<file path="src/rtl/adc_ctl_pkg.sv">
package adc_ctl_pkg;
  // register addresses
  localparam logic [1:0] ADDR_CTL = 2'd0;
  localparam logic [1:0] ADDR_MUX = 2'd1;
  localparam logic [1:0] ADDR_LO  = 2'd2;
  localparam logic [1:0] ADDR_HI  = 2'd3;

  // control register bit positions
  localparam int BIT_EN   = 7;
  localparam int BIT_GO   = 6;
  localparam int BIT_FREE = 5;
  localparam int BIT_FLAG = 4;
  // mux register alignment bit
  localparam int MUX_LEFT = 5;

  localparam int SEL_W = 3;

  typedef struct packed {
    logic             en;
    logic             go;
    logic             free;
    logic             clr;
    logic [SEL_W-1:0] psel;
  } ctlWr_t;

  // strobes from control to datapath
  typedef struct packed {
    logic start;
    logic finish;
    logic readLo;
    logic readHi;
  } adcStb_t;
endpackage

</file>
<file path="src/rtl/adc_ctl_fsm.sv">
module adc_ctl_fsm
  import adc_ctl_pkg::*;
#(
  parameter int CONV_TICKS  = 13,
  parameter int FIRST_TICKS = 25
) (
  input  logic       clk,
  input  logic       rstN,
  input  logic       wrCtl,
  input  ctlWr_t     ctlIn,
  input  logic       rdEn,
  input  logic [1:0] rdAddr,
  input  logic       irqAck,
  output adcStb_t    stb,
  output logic [7:0] ctlStatus,
  output logic       irq,
  output logic       busy,
  output logic       tick
);
  localparam int PS_W = (1 << SEL_W) - 1;
  localparam int TC_W = $clog2(FIRST_TICKS + 1);

  logic             en, freeRun, busyR, flag, isFirst;
  logic [SEL_W-1:0] psel;
  logic [PS_W-1:0]  psCnt, psMask;
  logic [TC_W-1:0]  tickCnt, lastTick;
  logic             finish, startReq;

  always_comb begin
    if (psel < SEL_W'(2)) psMask = PS_W'(1);
    else                  psMask = PS_W'((1 << psel) - 1);
  end

  assign tick     = en && ((psCnt & psMask) == psMask);
  assign lastTick = isFirst ? TC_W'(FIRST_TICKS - 1) : TC_W'(CONV_TICKS - 1);
  assign finish   = busyR && tick && (tickCnt == lastTick);
  assign startReq = wrCtl && ctlIn.en && ctlIn.go && !busyR;

  assign stb.start  = startReq || (finish && freeRun);
  assign stb.finish = finish;
  assign stb.readLo = rdEn && (rdAddr == ADDR_LO);
  assign stb.readHi = rdEn && (rdAddr == ADDR_HI);

  always_ff @(posedge clk) begin
    if (!rstN) begin
      en      <= 1'b0;
      freeRun <= 1'b0;
      psel    <= '0;
      busyR   <= 1'b0;
      flag    <= 1'b0;
      isFirst <= 1'b1;
      psCnt   <= '0;
      tickCnt <= '0;
    end else begin
      if (wrCtl) begin
        en      <= ctlIn.en;
        freeRun <= ctlIn.free;
        psel    <= ctlIn.psel;
      end
      psCnt <= en ? psCnt + 1'b1 : '0;

      if (wrCtl && !ctlIn.en)       busyR <= 1'b0;
      else if (startReq)            busyR <= 1'b1;
      else if (finish && !freeRun)  busyR <= 1'b0;

      if (stb.start)          tickCnt <= '0;
      else if (busyR && tick) tickCnt <= tickCnt + 1'b1;

      if (!en)         isFirst <= 1'b1;
      else if (finish) isFirst <= 1'b0;

      if (finish)                           flag <= 1'b1;
      else if (irqAck || (wrCtl && ctlIn.clr)) flag <= 1'b0;
    end
  end

  assign ctlStatus = {en, busyR, freeRun, flag, 1'b0, psel};
  assign irq       = flag;
  assign busy      = busyR;
endmodule

</file>
<file path="src/rtl/adc_ctl_dp.sv">
module adc_ctl_dp
  import adc_ctl_pkg::*;
#(
  parameter int CH_W  = 4,
  parameter int RES_W = 10
) (
  input  logic             clk,
  input  logic             rstN,
  input  adcStb_t          stb,
  input  logic             wrMux,
  input  logic [CH_W-1:0]  wrChan,
  input  logic             wrLeft,
  input  logic [RES_W-1:0] sampleData,
  input  logic [1:0]       rdAddr,
  input  logic [7:0]       ctlStatus,
  output logic [7:0]       rdData,
  output logic [CH_W-1:0]  convChannel,
  output logic [RES_W-1:0] visRes,
  output logic             locked
);
  localparam int LO_W = RES_W - 8;

  logic [CH_W-1:0]  pendChan, actChan;
  logic             pendLeft, actLeft;
  logic [RES_W-1:0] visVal, holdVal;
  logic             visLeft, holdLeft, holdV, lockR;
  logic             toHold;
  logic [7:0]       hiByte, loByte, muxRead;

  assign toHold = stb.finish && (lockR || stb.readLo) && !stb.readHi;

  always_ff @(posedge clk) begin
    if (!rstN) begin
      pendChan <= '0; pendLeft <= 1'b0;
      actChan  <= '0; actLeft  <= 1'b0;
      visVal   <= '0; visLeft  <= 1'b0;
      holdVal  <= '0; holdLeft <= 1'b0;
      holdV    <= 1'b0;
      lockR    <= 1'b0;
    end else begin
      if (wrMux) begin
        pendChan <= wrChan;
        pendLeft <= wrLeft;
      end
      if (stb.start) begin
        actChan <= pendChan;
        actLeft <= pendLeft;
      end

      if (toHold) begin
        holdVal  <= sampleData;
        holdLeft <= actLeft;
        holdV    <= 1'b1;
      end else if (stb.finish) begin
        visVal  <= sampleData;
        visLeft <= actLeft;
        if (stb.readHi) holdV <= 1'b0;
      end else if (stb.readHi && holdV) begin
        visVal  <= holdVal;
        visLeft <= holdLeft;
        holdV   <= 1'b0;
      end

      if (stb.readHi)      lockR <= 1'b0;
      else if (stb.readLo) lockR <= 1'b1;
    end
  end

  always_comb begin
    if (visLeft) begin
      hiByte = visVal[RES_W-1 -: 8];
      loByte = 8'({visVal[LO_W-1:0], {(8 - LO_W){1'b0}}});
    end else begin
      hiByte = 8'(visVal >> 8);
      loByte = visVal[7:0];
    end
    muxRead = '0;
    muxRead[CH_W-1:0] = pendChan;
    muxRead[MUX_LEFT] = pendLeft;
    case (rdAddr)
      ADDR_CTL: rdData = ctlStatus;
      ADDR_MUX: rdData = muxRead;
      ADDR_LO:  rdData = loByte;
      default:  rdData = hiByte;
    endcase
  end

  assign convChannel = actChan;
  assign visRes      = visVal;
  assign locked      = lockR;
endmodule

</file>
<file path="src/rtl/adc_ctl.sv">
module adc_ctl
  import adc_ctl_pkg::*;
#(
  parameter int CH_W        = 4,
  parameter int RES_W       = 10,
  parameter int CONV_TICKS  = 13,
  parameter int FIRST_TICKS = 25
) (
  input  logic             clk,
  input  logic             rstN,
  input  logic             wrEn,
  input  logic [1:0]       wrAddr,
  input  logic [7:0]       wrData,
  input  logic             rdEn,
  input  logic [1:0]       rdAddr,
  output logic [7:0]       rdData,
  input  logic             irqAck,
  output logic             irq,
  input  logic [RES_W-1:0] sampleData,
  output logic [CH_W-1:0]  convChannel
);
  adcStb_t          stb;
  ctlWr_t           ctlIn;
  logic [7:0]       ctlStatus;
  logic             wrCtl, wrMux, busyW, tickW, lockedW;
  logic [RES_W-1:0] visResW;

  assign wrCtl = wrEn && (wrAddr == ADDR_CTL);
  assign wrMux = wrEn && (wrAddr == ADDR_MUX);
  assign ctlIn = '{en: wrData[BIT_EN], go: wrData[BIT_GO], free: wrData[BIT_FREE],
                   clr: wrData[BIT_FLAG], psel: wrData[SEL_W-1:0]};

  adc_ctl_fsm #(.CONV_TICKS(CONV_TICKS), .FIRST_TICKS(FIRST_TICKS)) u_fsm (
    .clk(clk), .rstN(rstN), .wrCtl(wrCtl), .ctlIn(ctlIn), .rdEn(rdEn),
    .rdAddr(rdAddr), .irqAck(irqAck), .stb(stb), .ctlStatus(ctlStatus),
    .irq(irq), .busy(busyW), .tick(tickW)
  );

  adc_ctl_dp #(.CH_W(CH_W), .RES_W(RES_W)) u_dp (
    .clk(clk), .rstN(rstN), .stb(stb), .wrMux(wrMux),
    .wrChan(wrData[CH_W-1:0]), .wrLeft(wrData[MUX_LEFT]),
    .sampleData(sampleData), .rdAddr(rdAddr), .ctlStatus(ctlStatus),
    .rdData(rdData), .convChannel(convChannel), .visRes(visResW),
    .locked(lockedW)
  );
endmodule

</file>
<file path="config.mk">
export PLATFORM = sky130hd
export DESIGN_NAME = adc_ctl
export DESIGN_NICKNAME = d
export VERILOG_FILES = /design/src/rtl/adc_ctl_pkg.sv /design/src/rtl/adc_ctl_fsm.sv /design/src/rtl/adc_ctl_dp.sv /design/src/rtl/adc_ctl.sv
export SDC_FILE = /design/constraint.sdc
export NUM_CORES = 1
export LEC_CHECK = 0
export ABC_AREA = 1
export BUFFER_PORTS_ARGS = -buffer_cell sky130_fd_sc_hd__buf_2
export CORE_MARGIN = 3
export CORE_UTILIZATION = 45
export CTS_BUF_LIST = sky130_fd_sc_hd__clkbuf_2
export DETAILED_ROUTE_END_ITERATION = 8
export PLACE_DENSITY = 0.65
export SYNTH_ARGS = -nofsm -noshare
export SYNTH_HDL_FRONTEND = slang
export SYNTH_SLANG_ARGS = --single-unit
</file>
<file path="constraint.sdc">
create_clock -name clk -period 1.9 [get_ports clk]
set_input_delay 0 -clock clk [delete_from_list [all_inputs] [get_ports clk]]
set_output_delay 0 -clock clk [all_outputs]
set_load 0.1 [all_outputs]
</file>
==> results of run 1 <==
-- worst max-delay path: stages, from the launching register on --
cell     delay, ns
dfxtp_4       0.41
nor2_2        0.10
nand2_1       0.05
ha_2          0.17
nand2_2       0.08
nand3_4       0.08
nor2_8        0.17
nand3_4       0.15
o21ai_4       0.23
inv_2         0.12
nor2_1        0.12
nor2_1        0.05
-- final cells by class --
cell class                 count  area share
inverter                      48      0.0535
clock inverter                 3     0.00332
tap                           72      0.0266
multi-input combinational    264       0.395
clock buffer                   5     0.00738
sequential                    54       0.321
timing repair buffer          83       0.193
-- kinds of logic after synthesis --
logic type / count (synthesis)
compound gates: 70
xor+xnor: 5
fa+ha+maj: 4
buf+inv: 58
flops: 54
simple gates: 185
-- timing repair --
item,CTS,global route
resized for setup,1,20
buffers inserted,0,4
hold buffers,32,0
hold endpoints to repair,39,0
pin swaps,0,7
setup endpoints to repair,1,40
-- cells in the mapped netlist --
master     n
dfxtp_1   54
inv_1     43
nor2_4     2
nand4_4    1
o21ai_0   24
nand3_2    1
a21oi_2    2
a21boi_0   1
xor2_1     4
nand2_1   85
nand3_1   10
nand3_4    1
nand2_2    4
buf_6      4
o211ai_1   2
nand3b_1   1
nor2_2     1
buf_1      4
a21oi_1   21
o221ai_1   5
a22oi_1    4
nor2_8     1
o21ai_1    9
o21ai_2    1
nor3_1     3
xnor2_1    1
o21ai_4    1
buf_4      2
nand2_4    1
inv_2      5
nor2_1    73
nand4_1    1
ha_1       4
-- state kept, by name, indices dropped and copies added (netlist names) --
register	cells
u_dp.holdLeft	1
u_dp.visLeft	1
u_dp.pendChan	4
u_fsm.psCnt	7
u_dp.convChannel	4
u_fsm.irq	1
u_dp.holdVal	10
u_fsm.freeRun	1
u_fsm.busy	1
u_dp.pendLeft	1
u_dp.holdV	1
u_fsm.tickCnt	5
u_dp.visRes	10
u_fsm.en	1
u_fsm.isFirst	1
u_fsm.psel	3
u_dp.actLeft	1
u_dp.locked	1
-- report_power, final --
group	switching, W	leakage [nW]	internal, W
Clock	0.000357	0.0255	0.0000786
Sequential	0.0000122	0.438	0.00115
Combinational	0.000138	1.11	0.0000987
Total	0.000507	1.57	0.00133
-- metal layers --
metal | wire length (um) | GRT usage
met2 | 3040 | 0.323
met1 | 3110 | 0.273
met3 | 235 | 0.0412
met4 | 72 | 0.0458
met5 | 0 | 0
-- worst paths after layout --
check                           startpoint                          endpoint  slack (ns)  depth (start not counted)
max             u_fsm.psel[2]$_SDFFE_PN0P_  u_dp.convChannel[3]$_SDFFE_PN0P_        0.11                         11
min                                   wrEn     u_dp.pendChan[1]$_SDFFE_PN0P_        0.01                          3
max reg2reg     u_fsm.psel[2]$_SDFFE_PN0P_  u_dp.convChannel[3]$_SDFFE_PN0P_        0.11                         11
min reg2reg  u_fsm.tickCnt[4]$_SDFFE_PP0P_     u_fsm.tickCnt[4]$_SDFFE_PP0P_        0.47                          2
-- per-stage QoR --
stage                     utilization  instance area (um2)  std cells
after floorplan                     -                 2650        376
after global placement          0.525                 2940        485
after detailed placement        0.525                 2940        485
after CTS                       0.589                 3300        525
after global routing            0.605                 3390        529
final                           0.605                 3390        529
==> impl_metrics.tcl, run 1 <==
set metrics [dict create \
    synth-adder-area-share 0.0189 \
    synth_area_leaders "dfxtp_1 41%, nand2_1 12%, nor2_1 10%" \
    start_kind "flip-flop" \
    final_common_cell "nand2_1" \
    fillers 530 \
    clk_pin_slew_worst_paths_ns 0.25 \
    drcViolationCount 0 \
    fin_crit_ns 1.79 \
    first_pass_iters 4 \
    first_iter_violations 102 \
    synth_top_family_by_area "simple AND/OR/NAND/NOR gates" \
    gp_congestion 0.793 \
    syn_area_per_cell_um2 7.03 \
    grt_pass1_wl_mm 10.6 \
    pre_cts_ws_ns 0.0812 \
    yosysUniqueCellTypes 33 \
    multi_input_area_um2 1340 \
    register_area_um2 1090 \
    drive_gt1_frac 0.190 \
    yosysTopAreaCell "dfxtp_1" \
    diodes 0 \
    drt_wl_total_mm 6.47 \
    grt_pass1_vias 2273 \
    hold_class "in -> reg" \
    hold_viol 0 \
    yosys.area_share.simple 0.305 \
    antenna_found_initial 0 \
    vias 2545 \
    wl_per_cell_um 12.2 \
    path_class "reg -> reg" \
    detail-route-antenna-nets 0 \
    port_buffers 39 \
    worst_pin_slew_ns 0.490 \
    finalSetupTns_ns 0 \
    yosysSeqAreaShare 0.409 \
    max_cap_viol_count 0 \
    routed_via_density 4.81 \
    grt_use_total 0.200 \
    status "completed" \
    skew_ns 0.0139 \
    clk_latency_ns 0.45 \
    ir_drop_mv 0.399 \
    start_util 0.472 \
    max_freq_mhz 558 \
    fp-row-count 27 \
    powerDensity_nw_per_um2 541 \
    clock-sinks 54 \
    nets 487 \
    dieHeight_um 82.7 \
    dieArea_um2 6830 \
    synth_compound_area_frac 0.155 \
    slew_headroom 0.676 \
    setup_viol 0 \
    synth.top_cell.area_share 0.409 \
    critPathCaptureType "flip-flop" \
    core_area_um2 5610 \
    synth-xor-area-share 0.0166 \
    syn-num-nets 407 \
    grt_overflow_total 0 \
    crit_fanout 6 \
    cts_buffers 5 \
    syn-cell-area_um2 2650 \
    cp_data_required_time_ns 2.28 \
    grt_max_degree 25 \
    p_leak_nw 1.57 \
    cts_tree "done" \
    cts_htree_levels 2 \
    synthCells 376 \
    final_cell_mix "83 x nand2_1, 71 x nor2_1, 51 x dfxtp_1" \
    cts-root-buf "clkbuf_2" \
    holdWs_ns 0.0140 \
    ys_ff_latch 54 \
    area_growth_pct 28.2 \
    setup_slack_ns 0.107 \
    die_x_um 82.7 \
    synth_mux_area_frac 0 \
    rsz0062_at_grt "yes" \
    crit_arrival_ns 2.18 \
    ys_warn_count 0 \
    drv_slew 0 \
    ios 40 \
    timing.final.crit_share 0.944 \
    clock_path_buffers 2 \
    dp_hpwl_mm 4.48 \
    p_total_w 0.00184 \
]
No activity file was read; power rests on OpenSTA's default activity.
==> inputs of run 2 (changes only) <==
--- a/config.mk
+++ b/config.mk
@@ -11,6 +11,7 @@
 export CORE_UTILIZATION = 45
 export CTS_BUF_LIST = sky130_fd_sc_hd__clkbuf_2
 export DETAILED_ROUTE_END_ITERATION = 8
+export HOLD_SLACK_MARGIN = 0.08
 export PLACE_DENSITY = 0.65
 export SYNTH_ARGS = -nofsm -noshare
 export SYNTH_HDL_FRONTEND = slang
==> constraint.sdc (replaced) <==
create_clock -name clk -period 1.9 [get_ports clk]
set_input_delay 0.095 -clock clk [delete_from_list [all_inputs] [get_ports clk]]
set_output_delay 0.095 -clock clk [all_outputs]
set_load 0.1 [all_outputs]
==> run 2 against run 1 <==
Effect of this change:
- worst setup slack worse by 0.10 ns
- first-iteration DRC count increased by 54%
- non-clock buffer count increased by 1
- flip-flop and latch count unchanged
- maximum frequency is 5.4% lower
- clock skew is 0.0045 ns lower
- clock-buffer cell count is 1 higher
- power grew 0.52%
- cell count grew 0.19%
- register-to-register slack worse by 0.10 ns
==> impl_metrics.tcl, run 2 (synthesized netlist as in run 1, its figures left out) <==
set metrics [dict create \
    cts_buffers 5 \
    start_util 0.472 \
    hold_viol 0 \
    setup_viol 0 \
    drcViolationCount 0 \
    antenna_found_initial 0 \
    vias 2562 \
    clock_path_buffers 2 \
    max_cap_viol_count 0 \
    skew_ns 0.00938 \
    cp_data_required_time_ns 2.27 \
    detail-route-antenna-nets 0 \
    start_kind "flip-flop" \
    dieHeight_um 82.7 \
    cts-root-buf "clkbuf_2" \
    status "completed" \
    holdWs_ns 0.116 \
    nets 488 \
    max_freq_mhz 527 \
    fp-row-count 27 \
    core_area_um2 5610 \
    grt_pass1_vias 2284 \
    ios 40 \
    cts_htree_levels 2 \
    gp_congestion 0.810 \
    port_buffers 39 \
    grt_pass1_wl_mm 10.6 \
    die_x_um 82.7 \
    clk_latency_ns 0.43 \
    drt_wl_total_mm 6.64 \
    pre_cts_ws_ns 0.0669 \
    area_growth_pct 33.0 \
    wl_per_cell_um 12.5 \
    fillers 532 \
    timing.final.crit_share 0.998 \
    grt_overflow_total 0 \
    first_iter_violations 157 \
    clk_pin_slew_worst_paths_ns 0.25 \
    ir_drop_mv 0.442 \
    crit_arrival_ns 2.26 \
    first_pass_iters 4 \
    cts_tree "done" \
    final_cell_mix "76 x nand2_1, 70 x nor2_1, 51 x dfxtp_1" \
    grt_max_degree 25 \
    finalSetupTns_ns 0 \
    slew_headroom 0.679 \
    powerDensity_nw_per_um2 524 \
    fin_crit_ns 1.90 \
    dp_hpwl_mm 4.43 \
    critPathCaptureType "flip-flop" \
    drive_gt1_frac 0.216 \
    p_leak_nw 1.61 \
    drv_slew 0 \
    dieArea_um2 6830 \
    diodes 0 \
    crit_fanout 5 \
    path_class "reg -> reg" \
    final_common_cell "nand2_1" \
    rsz0062_at_grt "yes" \
    hold_class "in -> reg" \
    setup_slack_ns 0.00374 \
    worst_pin_slew_ns 0.484 \
    routed_via_density 4.83 \
    clock-sinks 54 \
    grt_use_total 0.200 \
]
run 2: cell types whose count changed in the layout (fill, tap and decap cells not counted), sizes merged:
cell,delta
clkinv,-2
buf,+6
dlygate4sd3,-1
inv,+1
clkbuf,-3
run 2: metrics by stage:
step	total power, W	utilization	instances	area, um2
finish	0.00185	0.627	530	3520
global route	0.00192	0.627	530	3520
floorplan	0.00129	-	376	2650
CTS	0.00185	0.597	524	3350
global placement	0.00136	0.533	485	2990
detailed placement	0.00137	0.533	485	2990
run 2: critical path: stages (launching register included):
cell,delay [ns]
dfxtp_4,0.42
nor2_2,0.10
nand2_1,0.06
ha_2,0.17
nand2_2,0.08
nand3_4,0.09
nor2_8,0.13
nand4_4,0.15
o21ai_4,0.29
clkbuf_16,0.21
nand2_1,0.04
nand2_1,0.06
nor2_1,0.05
run 2: metal layers:
metal / up-vias / track usage / share of wire
met5: - / 0 / 0
met4: 0 / 0.0490 / 0.014
met3: 11 / 0.0293 / 0.030
met2: 40 / 0.333 / 0.47
met1: 1160 / 0.272 / 0.49
li1: 1351 / - / -
run 2: area by class of cell:
type                            instances  area, um2  area share
Inverter                               48        183      0.0519
Clock inverter                          2       8.76     0.00249
Sequential cell                        54       1090       0.309
Timing Repair Buffer                   84        738       0.210
Tap cell                               72       90.1      0.0256
Clock buffer                            6       30.0     0.00853
Multi-Input combinational cell        264       1380       0.393
run 2: what timing repair did:
item                                    in CTS  in global routing
pin swaps                                    0                  5
endpoints found under the setup margin       5                 34
hold buffers                                31                  0
setup buffers                                0                  3
resized for setup                            5                 27
hold endpoints to repair                    39                  0
gates cloned                                 0                  3
run 2: path summary, 6_finish.rpt:
| kind | endpoint | cells after the start | slack [ns] | start |
|---|---|---|---|---|
| worst min register to register | u_dp.holdV$_SDFFE_PN0P_ | 2 | 0.47 | u_dp.holdV$_SDFFE_PN0P_ |
| worst max-delay path | u_dp.visRes[2]$_SDFFE_PN0P_ | 12 | 0.004 | u_fsm.psel[2]$_SDFFE_PN0P_ |
| worst max register to register | u_dp.visRes[2]$_SDFFE_PN0P_ | 12 | 0.004 | u_fsm.psel[2]$_SDFFE_PN0P_ |
| worst min-delay path | u_fsm.psel[1]$_SDFFE_PN0P_ | 4 | 0.12 | wrAddr[0] |
run 2: where the power goes:
part | leakage (nW) | internal, W | switching [W]
clock | 0.0304 | 0.0000906 | 0.000355
sequential | 0.438 | 0.00115 | 0.0000123
combinational | 1.14 | 0.0000992 | 0.000137
